<file path="src/rtl/mrs_pkg.sv">
package mrs_pkg;
  localparam int ADDR_W = 12;
  localparam int BANK_W = 2;
  localparam int PRE_ALL_BIT = 10;

  typedef struct packed {
    logic cs_n;
    logic ras_n;
    logic cas_n;
    logic we_n;
  } cmd_pins_t;

  localparam cmd_pins_t CMD_NOP  = cmd_pins_t'(4'b0111);
  localparam cmd_pins_t CMD_PRE  = cmd_pins_t'(4'b0010);
  localparam cmd_pins_t CMD_LOAD = cmd_pins_t'(4'b0000);

  localparam logic [BANK_W-1:0] BANK_MODE = 2'b00;
  localparam logic [BANK_W-1:0] BANK_EXT  = 2'b01;

  typedef enum logic [2:0] {
    ST_IDLE, ST_PRE, ST_TRP, ST_EMR, ST_MRD1, ST_MRS, ST_MRD2, ST_DONE
  } seq_state_t;
endpackage

</file>
<file path="src/rtl/mrs_word_build.sv">
module mrs_word_build
  import mrs_pkg::*;
#(
  parameter int BL_MIN = 1,
  parameter int BL_MAX = 3,
  parameter int CL_MIN = 3,
  parameter int CL_MAX = 6
) (
  input  logic [2:0]        bl_code,
  input  logic              bt,
  input  logic [2:0]        cl_code,
  input  logic              dll_rst,
  output logic [ADDR_W-1:0] word,
  output logic              legal
);
  logic bl_ok, cl_ok;

  always_comb begin
    bl_ok = (int'(bl_code) >= BL_MIN) && (int'(bl_code) <= BL_MAX);
    cl_ok = (int'(cl_code) >= CL_MIN) && (int'(cl_code) <= CL_MAX);
    legal = bl_ok && cl_ok;
    word        = '0;
    word[2:0]   = bl_code;
    word[3]     = bt;
    word[6:4]   = cl_code;
    word[7]     = 1'b0;
    word[8]     = dll_rst;
  end
endmodule

</file>
<file path="src/rtl/mrs_wait_cnt.sv">
module mrs_wait_cnt #(
  parameter int W = 3
) (
  input  logic         clk,
  input  logic         rst_n,
  input  logic         load,
  input  logic [W-1:0] load_val,
  output logic         zero
);
  logic [W-1:0] cnt;

  always_ff @(posedge clk) begin
    if (!rst_n)          cnt <= '0;
    else if (load)       cnt <= load_val;
    else if (cnt != '0)  cnt <= cnt - 1'b1;
  end

  assign zero = (cnt == '0);
endmodule

</file>
<file path="src/rtl/mrs_cmd_mux.sv">
module mrs_cmd_mux
  import mrs_pkg::*;
(
  input  seq_state_t        state,
  input  logic [ADDR_W-1:0] mr_word,
  input  logic [ADDR_W-1:0] emr_word,
  output cmd_pins_t         pins,
  output logic [BANK_W-1:0] ba,
  output logic [ADDR_W-1:0] addr
);
  always_comb begin
    pins = CMD_NOP;
    ba   = '0;
    addr = '0;
    case (state)
      ST_PRE: begin
        pins              = CMD_PRE;
        addr[PRE_ALL_BIT] = 1'b1;
      end
      ST_EMR: begin
        pins = CMD_LOAD;
        ba   = BANK_EXT;
        addr = emr_word;
      end
      ST_MRS: begin
        pins = CMD_LOAD;
        ba   = BANK_MODE;
        addr = mr_word;
      end
      default: ;
    endcase
  end
endmodule

</file>
<file path="src/rtl/mrs_program_seq.sv">
module mrs_program_seq
  import mrs_pkg::*;
#(
  parameter int TRP_CYC  = 3,
  parameter int TMRD_CYC = 4
) (
  input  logic              clk,
  input  logic              rst_n,
  input  logic              req_valid,
  output logic              req_ready,
  input  logic [2:0]        req_bl_code,
  input  logic              req_bt,
  input  logic [2:0]        req_cl_code,
  input  logic              req_dll_rst,
  input  logic [ADDR_W-1:0] req_emr_word,
  output logic              cs_n,
  output logic              ras_n,
  output logic              cas_n,
  output logic              we_n,
  output logic [BANK_W-1:0] ba,
  output logic [ADDR_W-1:0] addr,
  output logic              busy,
  output logic              done,
  output logic              err
);
  localparam int MAX_WAIT = (TRP_CYC > TMRD_CYC) ? TRP_CYC : TMRD_CYC;
  localparam int CNT_W    = $clog2(MAX_WAIT + 1);
  localparam logic [CNT_W-1:0] TRP_LOAD  = CNT_W'(TRP_CYC - 2);
  localparam logic [CNT_W-1:0] TMRD_LOAD = CNT_W'(TMRD_CYC - 2);

  seq_state_t        state, state_nx;
  logic [ADDR_W-1:0] mr_q, emr_q, mr_word;
  logic              legal, accept, err_q;
  logic              cnt_load, cnt_zero;
  logic [CNT_W-1:0]  cnt_val;
  cmd_pins_t         pins;

  mrs_word_build u_word (
    .bl_code (req_bl_code),
    .bt      (req_bt),
    .cl_code (req_cl_code),
    .dll_rst (req_dll_rst),
    .word    (mr_word),
    .legal   (legal)
  );

  mrs_wait_cnt #(.W(CNT_W)) u_wait (
    .clk      (clk),
    .rst_n    (rst_n),
    .load     (cnt_load),
    .load_val (cnt_val),
    .zero     (cnt_zero)
  );

  mrs_cmd_mux u_mux (
    .state    (state),
    .mr_word  (mr_q),
    .emr_word (emr_q),
    .pins     (pins),
    .ba       (ba),
    .addr     (addr)
  );

  assign req_ready = (state == ST_IDLE);
  assign accept    = req_valid && req_ready;

  always_comb begin
    state_nx = state;
    cnt_load = 1'b0;
    cnt_val  = TRP_LOAD;
    case (state)
      ST_IDLE: if (accept && legal) state_nx = ST_PRE;
      ST_PRE: begin
        state_nx = ST_TRP;
        cnt_load = 1'b1;
        cnt_val  = TRP_LOAD;
      end
      ST_TRP:  if (cnt_zero) state_nx = ST_EMR;
      ST_EMR: begin
        state_nx = ST_MRD1;
        cnt_load = 1'b1;
        cnt_val  = TMRD_LOAD;
      end
      ST_MRD1: if (cnt_zero) state_nx = ST_MRS;
      ST_MRS: begin
        state_nx = ST_MRD2;
        cnt_load = 1'b1;
        cnt_val  = TMRD_LOAD;
      end
      ST_MRD2: if (cnt_zero) state_nx = ST_DONE;
      default: state_nx = ST_IDLE;
    endcase
  end

  always_ff @(posedge clk) begin
    if (!rst_n) begin
      state <= ST_IDLE;
      mr_q  <= '0;
      emr_q <= '0;
      err_q <= 1'b0;
    end else begin
      state <= state_nx;
      err_q <= accept && !legal;
      if (accept && legal) begin
        mr_q  <= mr_word;
        emr_q <= req_emr_word;
      end
    end
  end

  assign cs_n  = pins.cs_n;
  assign ras_n = pins.ras_n;
  assign cas_n = pins.cas_n;
  assign we_n  = pins.we_n;
  assign busy  = (state != ST_IDLE) && (state != ST_DONE);
  assign done  = (state == ST_DONE);
  assign err   = err_q;

  // Assertion support: gap since last load, and extended-load seen flag
  logic       is_load, is_nop;
  logic [3:0] since_load;
  logic       emr_seen;
  assign is_load = ({cs_n, ras_n, cas_n, we_n} == 4'b0000);
  assign is_nop  = ({cs_n, ras_n, cas_n, we_n} == 4'b0111);

  always_ff @(posedge clk) begin
    if (!rst_n) begin
      since_load <= 4'd15;
      emr_seen   <= 1'b0;
    end else begin
      if (is_load)                 since_load <= 4'd1;
      else if (since_load != 4'd15) since_load <= since_load + 4'd1;
      if (is_load && ba == BANK_EXT) emr_seen <= 1'b1;
      else if (done)                 emr_seen <= 1'b0;
    end
  end

  assert_ready_idle_R2: assert property (@(posedge clk) disable iff (!rst_n)
    req_ready |-> (!busy && !done));

  assert_pre_all_R3: assert property (@(posedge clk) disable iff (!rst_n)
    ({cs_n, ras_n, cas_n, we_n} == 4'b0010) |-> (addr[PRE_ALL_BIT] && ba == '0));

  assert_mrd_gap_R6: assert property (@(posedge clk) disable iff (!rst_n)
    (!is_nop && since_load < 4'd15) |-> (int'(since_load) >= TMRD_CYC));

  assert_mr_layout_R7: assert property (@(posedge clk) disable iff (!rst_n)
    (is_load && ba == BANK_MODE) |->
      (addr[11:9] == 3'b000 && !addr[7] && addr[6:4] >= 3'd3 && addr[6:4] <= 3'd6
       && addr[2:0] >= 3'd1 && addr[2:0] <= 3'd3));

  assert_err_pulse_R8: assert property (@(posedge clk) disable iff (!rst_n)
    err |=> !err);

  assert_err_quiet_R8: assert property (@(posedge clk) disable iff (!rst_n)
    err |-> (is_nop && !busy));

  assert_done_pulse_R9: assert property (@(posedge clk) disable iff (!rst_n)
    done |=> (!done && !busy));

  assert_emr_first_R10: assert property (@(posedge clk) disable iff (!rst_n)
    (is_load && ba == BANK_MODE) |-> emr_seen);

  initial begin
    assert_trp_param_R4: assert (TRP_CYC >= 2 && TMRD_CYC >= 2 && TMRD_CYC <= 14);
  end
endmodule

</file>
<file path="config.mk">
export PLATFORM = sky130hd
export DESIGN_NAME = mrs_program_seq
export DESIGN_NICKNAME = d
export VERILOG_FILES = /design/src/rtl/mrs_pkg.sv /design/src/rtl/mrs_word_build.sv /design/src/rtl/mrs_wait_cnt.sv /design/src/rtl/mrs_cmd_mux.sv /design/src/rtl/mrs_program_seq.sv
export SDC_FILE = /design/constraint.sdc
export NUM_CORES = 1
export LEC_CHECK = 0
export BUFFER_PORTS_ARGS = -buffer_cell sky130_fd_sc_hd__buf_2
export CORE_MARGIN = 10
export CORE_UTILIZATION = 39
export CTS_CLUSTER_DIAMETER = 80
export CTS_CLUSTER_SIZE = 20
export DETAILED_ROUTE_END_ITERATION = 10
export PLACE_DENSITY = 0.61
export RECOVER_POWER = 25
export SYNTH_ARGS = -nofsm -noshare
export SYNTH_HDL_FRONTEND = slang
export SYNTH_SLANG_ARGS = --single-unit
</file>
<file path="constraint.sdc">
create_clock -name clk -period 4 [get_ports clk]
set_clock_uncertainty 0.15 [all_clocks]
set_input_delay 0.6 -clock clk [delete_from_list [all_inputs] [get_ports clk]]
set_output_delay 0.6 -clock clk [all_outputs]
set_load 0.005 [all_outputs]
</file>
==> flow_metrics.env <==
export IMPL_routed_via_density=4.92
export IMPL_swShare_pct=36.5
export IMPL_ys_types=32
export IMPL_min_from="emr_q[9]$_SDFFE_PN0P_"
export IMPL_cts_resized=0
export IMPL_ant_nets=0
export IMPL_dieArea_mm2=0.00634
export IMPL_dr_pass1_iters=4
export IMPL_grt_pass1_wl_um=5580
export IMPL_vias=1279
export IMPL_dieWidth_um=79.6
export IMPL_final_nets=244
export IMPL_synth_top_area_cell="dfxtp_1"
export IMPL_max_freq_ghz=0.376
export IMPL_reg2reg_depth=3
export IMPL_clk_latency_ps=310
export IMPL_wl_per_cell_um=12.6
export IMPL_antenna_found_initial=0
export IMPL_worst_slew_pin_transition_ps=1040
export IMPL_yosysSeqAreaShare_pct=39.0
export IMPL_slew_violations=0
export IMPL_hpwl_um=2400
export IMPL_antennaDiodeCount=0
export IMPL_cp_slowest_cell="nor2b_1"
export IMPL_r2r_start="state[2]$_SDFFE_PN0P_"
export IMPL_crit_arrival_ps=1910
export IMPL_power_density_mw_per_mm2=449
export IMPL_initial_core_util_pct=40.9
export IMPL_die_h_um=79.6
export IMPL_drt_iter0_markers=57
export IMPL_ys_top_cells_by_area="dfxtp_1, nand3_1, nand2_1"
export IMPL_max_clock_path_buffers=2
export IMPL_hold_buffers=0
export IMPL_r2r_end="mr_q[4]$_SDFFE_PN0P_"
export IMPL_maxCapViolCount=0
export IMPL_yosysWarningCount=0
export IMPL_path_cells="ha_1 -> nor2b_1 -> and2_1 -> buf_2"
export IMPL_wl_um=3270
export IMPL_core_area_mm2=0.00339
export IMPL_slew_headroom_pct=30.9
export IMPL_p_int_mw=0.454
export IMPL_period_share_pct=66.5
export IMPL_areaGrowthSynthToFinish_pct=14.8
export IMPL_netlist_area_leader_share_pct=39.0
export IMPL_synth_cells=184
export IMPL_critical_path_class="reg2out"
export IMPL_cp_required_ps=3250
export IMPL_tns_ps=0
export IMPL_hp_class="reg2reg"
export IMPL_cts_tree="built"
export IMPL_crit_path_end_kind="output port"
export IMPL_fin_cells=260
export IMPL_ys_ff_latch=27
export IMPL_min_to="emr_q[9]$_SDFFE_PN0P_"
export IMPL_numClockSinks=27
export IMPL_grt_usage_pct=10.6
export IMPL_seq_power_share_pct=44.8
export IMPL_place_congestion=0.828
export IMPL_p_clk_share_pct=17.1
export IMPL_avgSynthCellArea_um2=7.53
export IMPL_cts_buffers=3
export IMPL_ir_worst_vdd_uv=216
export IMPL_clk_pin_slew_worst_paths_ps=140
export IMPL_ioPinCount=45
export IMPL_place_ws_ps=1570
export IMPL_place_inst=256
export IMPL_startpoint_type="register"
export IMPL_ctsRootBufferMaster="clkbuf_4"
export IMPL_combPwrFrac_pct=38.1
export IMPL_grt_start_max_net_pins=48
export IMPL_rsz0062_at_grt="false"
export IMPL_outcome="completed"
export IMPL_cts_setup_buffers=0
export IMPL_finalHoldViolCount=0
export IMPL_crit_family="simple AND/OR/NAND/NOR gates"
export IMPL_drive_gt1_share_pct=20.6
export IMPL_route_detailed_drc=0
export IMPL_critPathMaxStageDelay_ps=480
export IMPL_grt_pass1_vias=1232
export IMPL_cts_max_level=1
export IMPL_critPathBufInv=1
export IMPL_p_leak_nw=0.688
export IMPL_fin_ws_ps=1340
export IMPL_setup_violations=0
export IMPL_port_buffers=42
export IMPL_netlist_area_mm2=0.00139
export IMPL_grt_remaining_overflow=0
export IMPL_row_count=21
export IMPL_p_switching_mw=0.260
export IMPL_worstPathMaxFanout=12
export IMPL_reg2reg_setup_slack_ps=1650
export IMPL_post_route_min_period_ps=2660
export IMPL_hold_depth=2
## power by group through the flow
stage	combinational, mW	clock, mW	sequential, mW
3_5_place_dp	0.279	0	0.327
5_1_grt	0.319	0.135	0.327
2_1_floorplan	0.215	0	0.321
6_report	0.272	0.122	0.320
4_1_cts	0.280	0.127	0.321
3_3_place_gp	0.279	0	0.326
## worst min-delay path, stage by stage, from the launching register on
cell and delay (ps):
dfxtp_1 330, nand3_1 60, o21ai_1 50
## through the flow
stage | instance area, µm² | power, mW | hold WS, ps | util, %
after floorplan | 1390 | 0.536 | 282 | -
after global placement | 1570 | 0.605 | 299 | 46.2
after detailed placement | 1570 | 0.606 | 301 | 46.2
after CTS | 1600 | 0.728 | 315 | 47.1
after global routing | 1590 | 0.781 | 325 | 47.0
final | 1590 | 0.714 | 316 | 47.0
## area by class of cell
class,count,area [µm²]
fill,371,1800
multi-input combinational,135,734
sequential,27,541
timing repair buffer,42,206
tap,46,57.6
clock buffer,3,22.5
inverter,6,22.5
clock inverter,1,7.51
## registers in the layout, summed over array words and instances, names as in the netlist
| signal | cells |
|---|---|
| u_wait.cnt | 3 |
| mr_q | 8 |
| emr_q | 12 |
| state | 3 |
| err | 1 |
## worst max-delay path by stage
stage | slack (ps) | startpoint | end | cells past startpoint
after detailed placement | 1570 | state[2]$_SDFFE_PN0P_ | mr_q[4]$_SDFFE_PN0P_ | 3
after global placement | 1610 | req_cl_code[2] | mr_q[1]$_SDFFE_PN0P_ | 5
after floorplan | 2100 | state[1]$_SDFFE_PN0P_ | cas_n | 4
final | 1340 | state[1]$_SDFFE_PN0P_ | addr[9] | 4
after CTS | 1290 | state[0]$_SDFFE_PN0P_ | addr[9] | 4
after global routing | 1120 | state[0]$_SDFFE_PN0P_ | ras_n | 4
## synth_stat cells
master    number
o21ai_1       12
o211ai_1       1
a21oi_1        5
nor3_1         1
a21bo_2        1
buf_2          1
conb_1         1
buf_6          2
a21boi_0       2
mux2i_1        3
nor2_1         7
nand2_1       32
inv_1          6
dfxtp_1       27
o21bai_1       1
xnor2_1        1
and2_1         4
nand3_1       30
ha_1           6
and3_1         1
clkbuf_1       8
a2111o_1       1
o21ai_0       17
nand2b_1       3
nand3b_1       1
buf_4          3
clkbuf_2       1
buf_1          2
nor2b_1        1
a211o_1        1
o211a_1        1
a211oi_1       1
## cell usage in the layout (no fill, tap or decap)
| master | synthesis | final |
|---|---|---|
| a21boi_0 | 2 | 2 |
| a21bo_2 | 1 | 1 |
| buf_2 | 1 | 39 |
| nand2b_1 | 3 | 3 |
| and2_0 | 0 | 1 |
| o211a_1 | 1 | 1 |
| a2111o_1 | 1 | 1 |
| mux2i_1 | 3 | 3 |
| a211o_1 | 1 | 1 |
| dfxtp_1 | 27 | 27 |
| clkbuf_1 | 8 | 3 |
| nor2b_1 | 1 | 1 |
| inv_1 | 6 | 6 |
| and3_1 | 1 | 1 |
| and2_1 | 4 | 3 |
| ha_1 | 6 | 6 |
| xnor2_1 | 1 | 1 |
| nand2_1 | 32 | 32 |
| nand3_1 | 30 | 30 |
| conb_1 | 1 | 2 |
| nor3_1 | 1 | 1 |
| o211ai_1 | 1 | 1 |
| nor2_1 | 7 | 7 |
| clkinvlp_4 | 0 | 1 |
| o21ai_1 | 12 | 12 |
| nand3b_1 | 1 | 1 |
| a211oi_1 | 1 | 1 |
| o21ai_0 | 17 | 17 |
| a21oi_1 | 5 | 5 |
| o21bai_1 | 1 | 1 |
| clkbuf_4 | 0 | 3 |
## layer usage
metal / up-vias / GRT usage, % / share of wire (%)
li1: 681 / - / -
met1: 561 / 13.2 / 47
met2: 35 / 16.3 / 44
met3: 2 / 4.84 / 8.2
met4: 0 / 2.15 / 0.58
met5: - / 0 / 0
## cells by family after synthesis
logic type / synth area share, %
other: 0.270
adders and majority gates: 5.42
AOI/OAI and AO/OA: 17.9
DFF: 39.0
xor gates and xnor gates: 0.632
buffers and inverters: 8.30
and+or+nand+nor: 26.4
muxes: 2.17
Note: power is estimated with default switching activity, not from simulation.
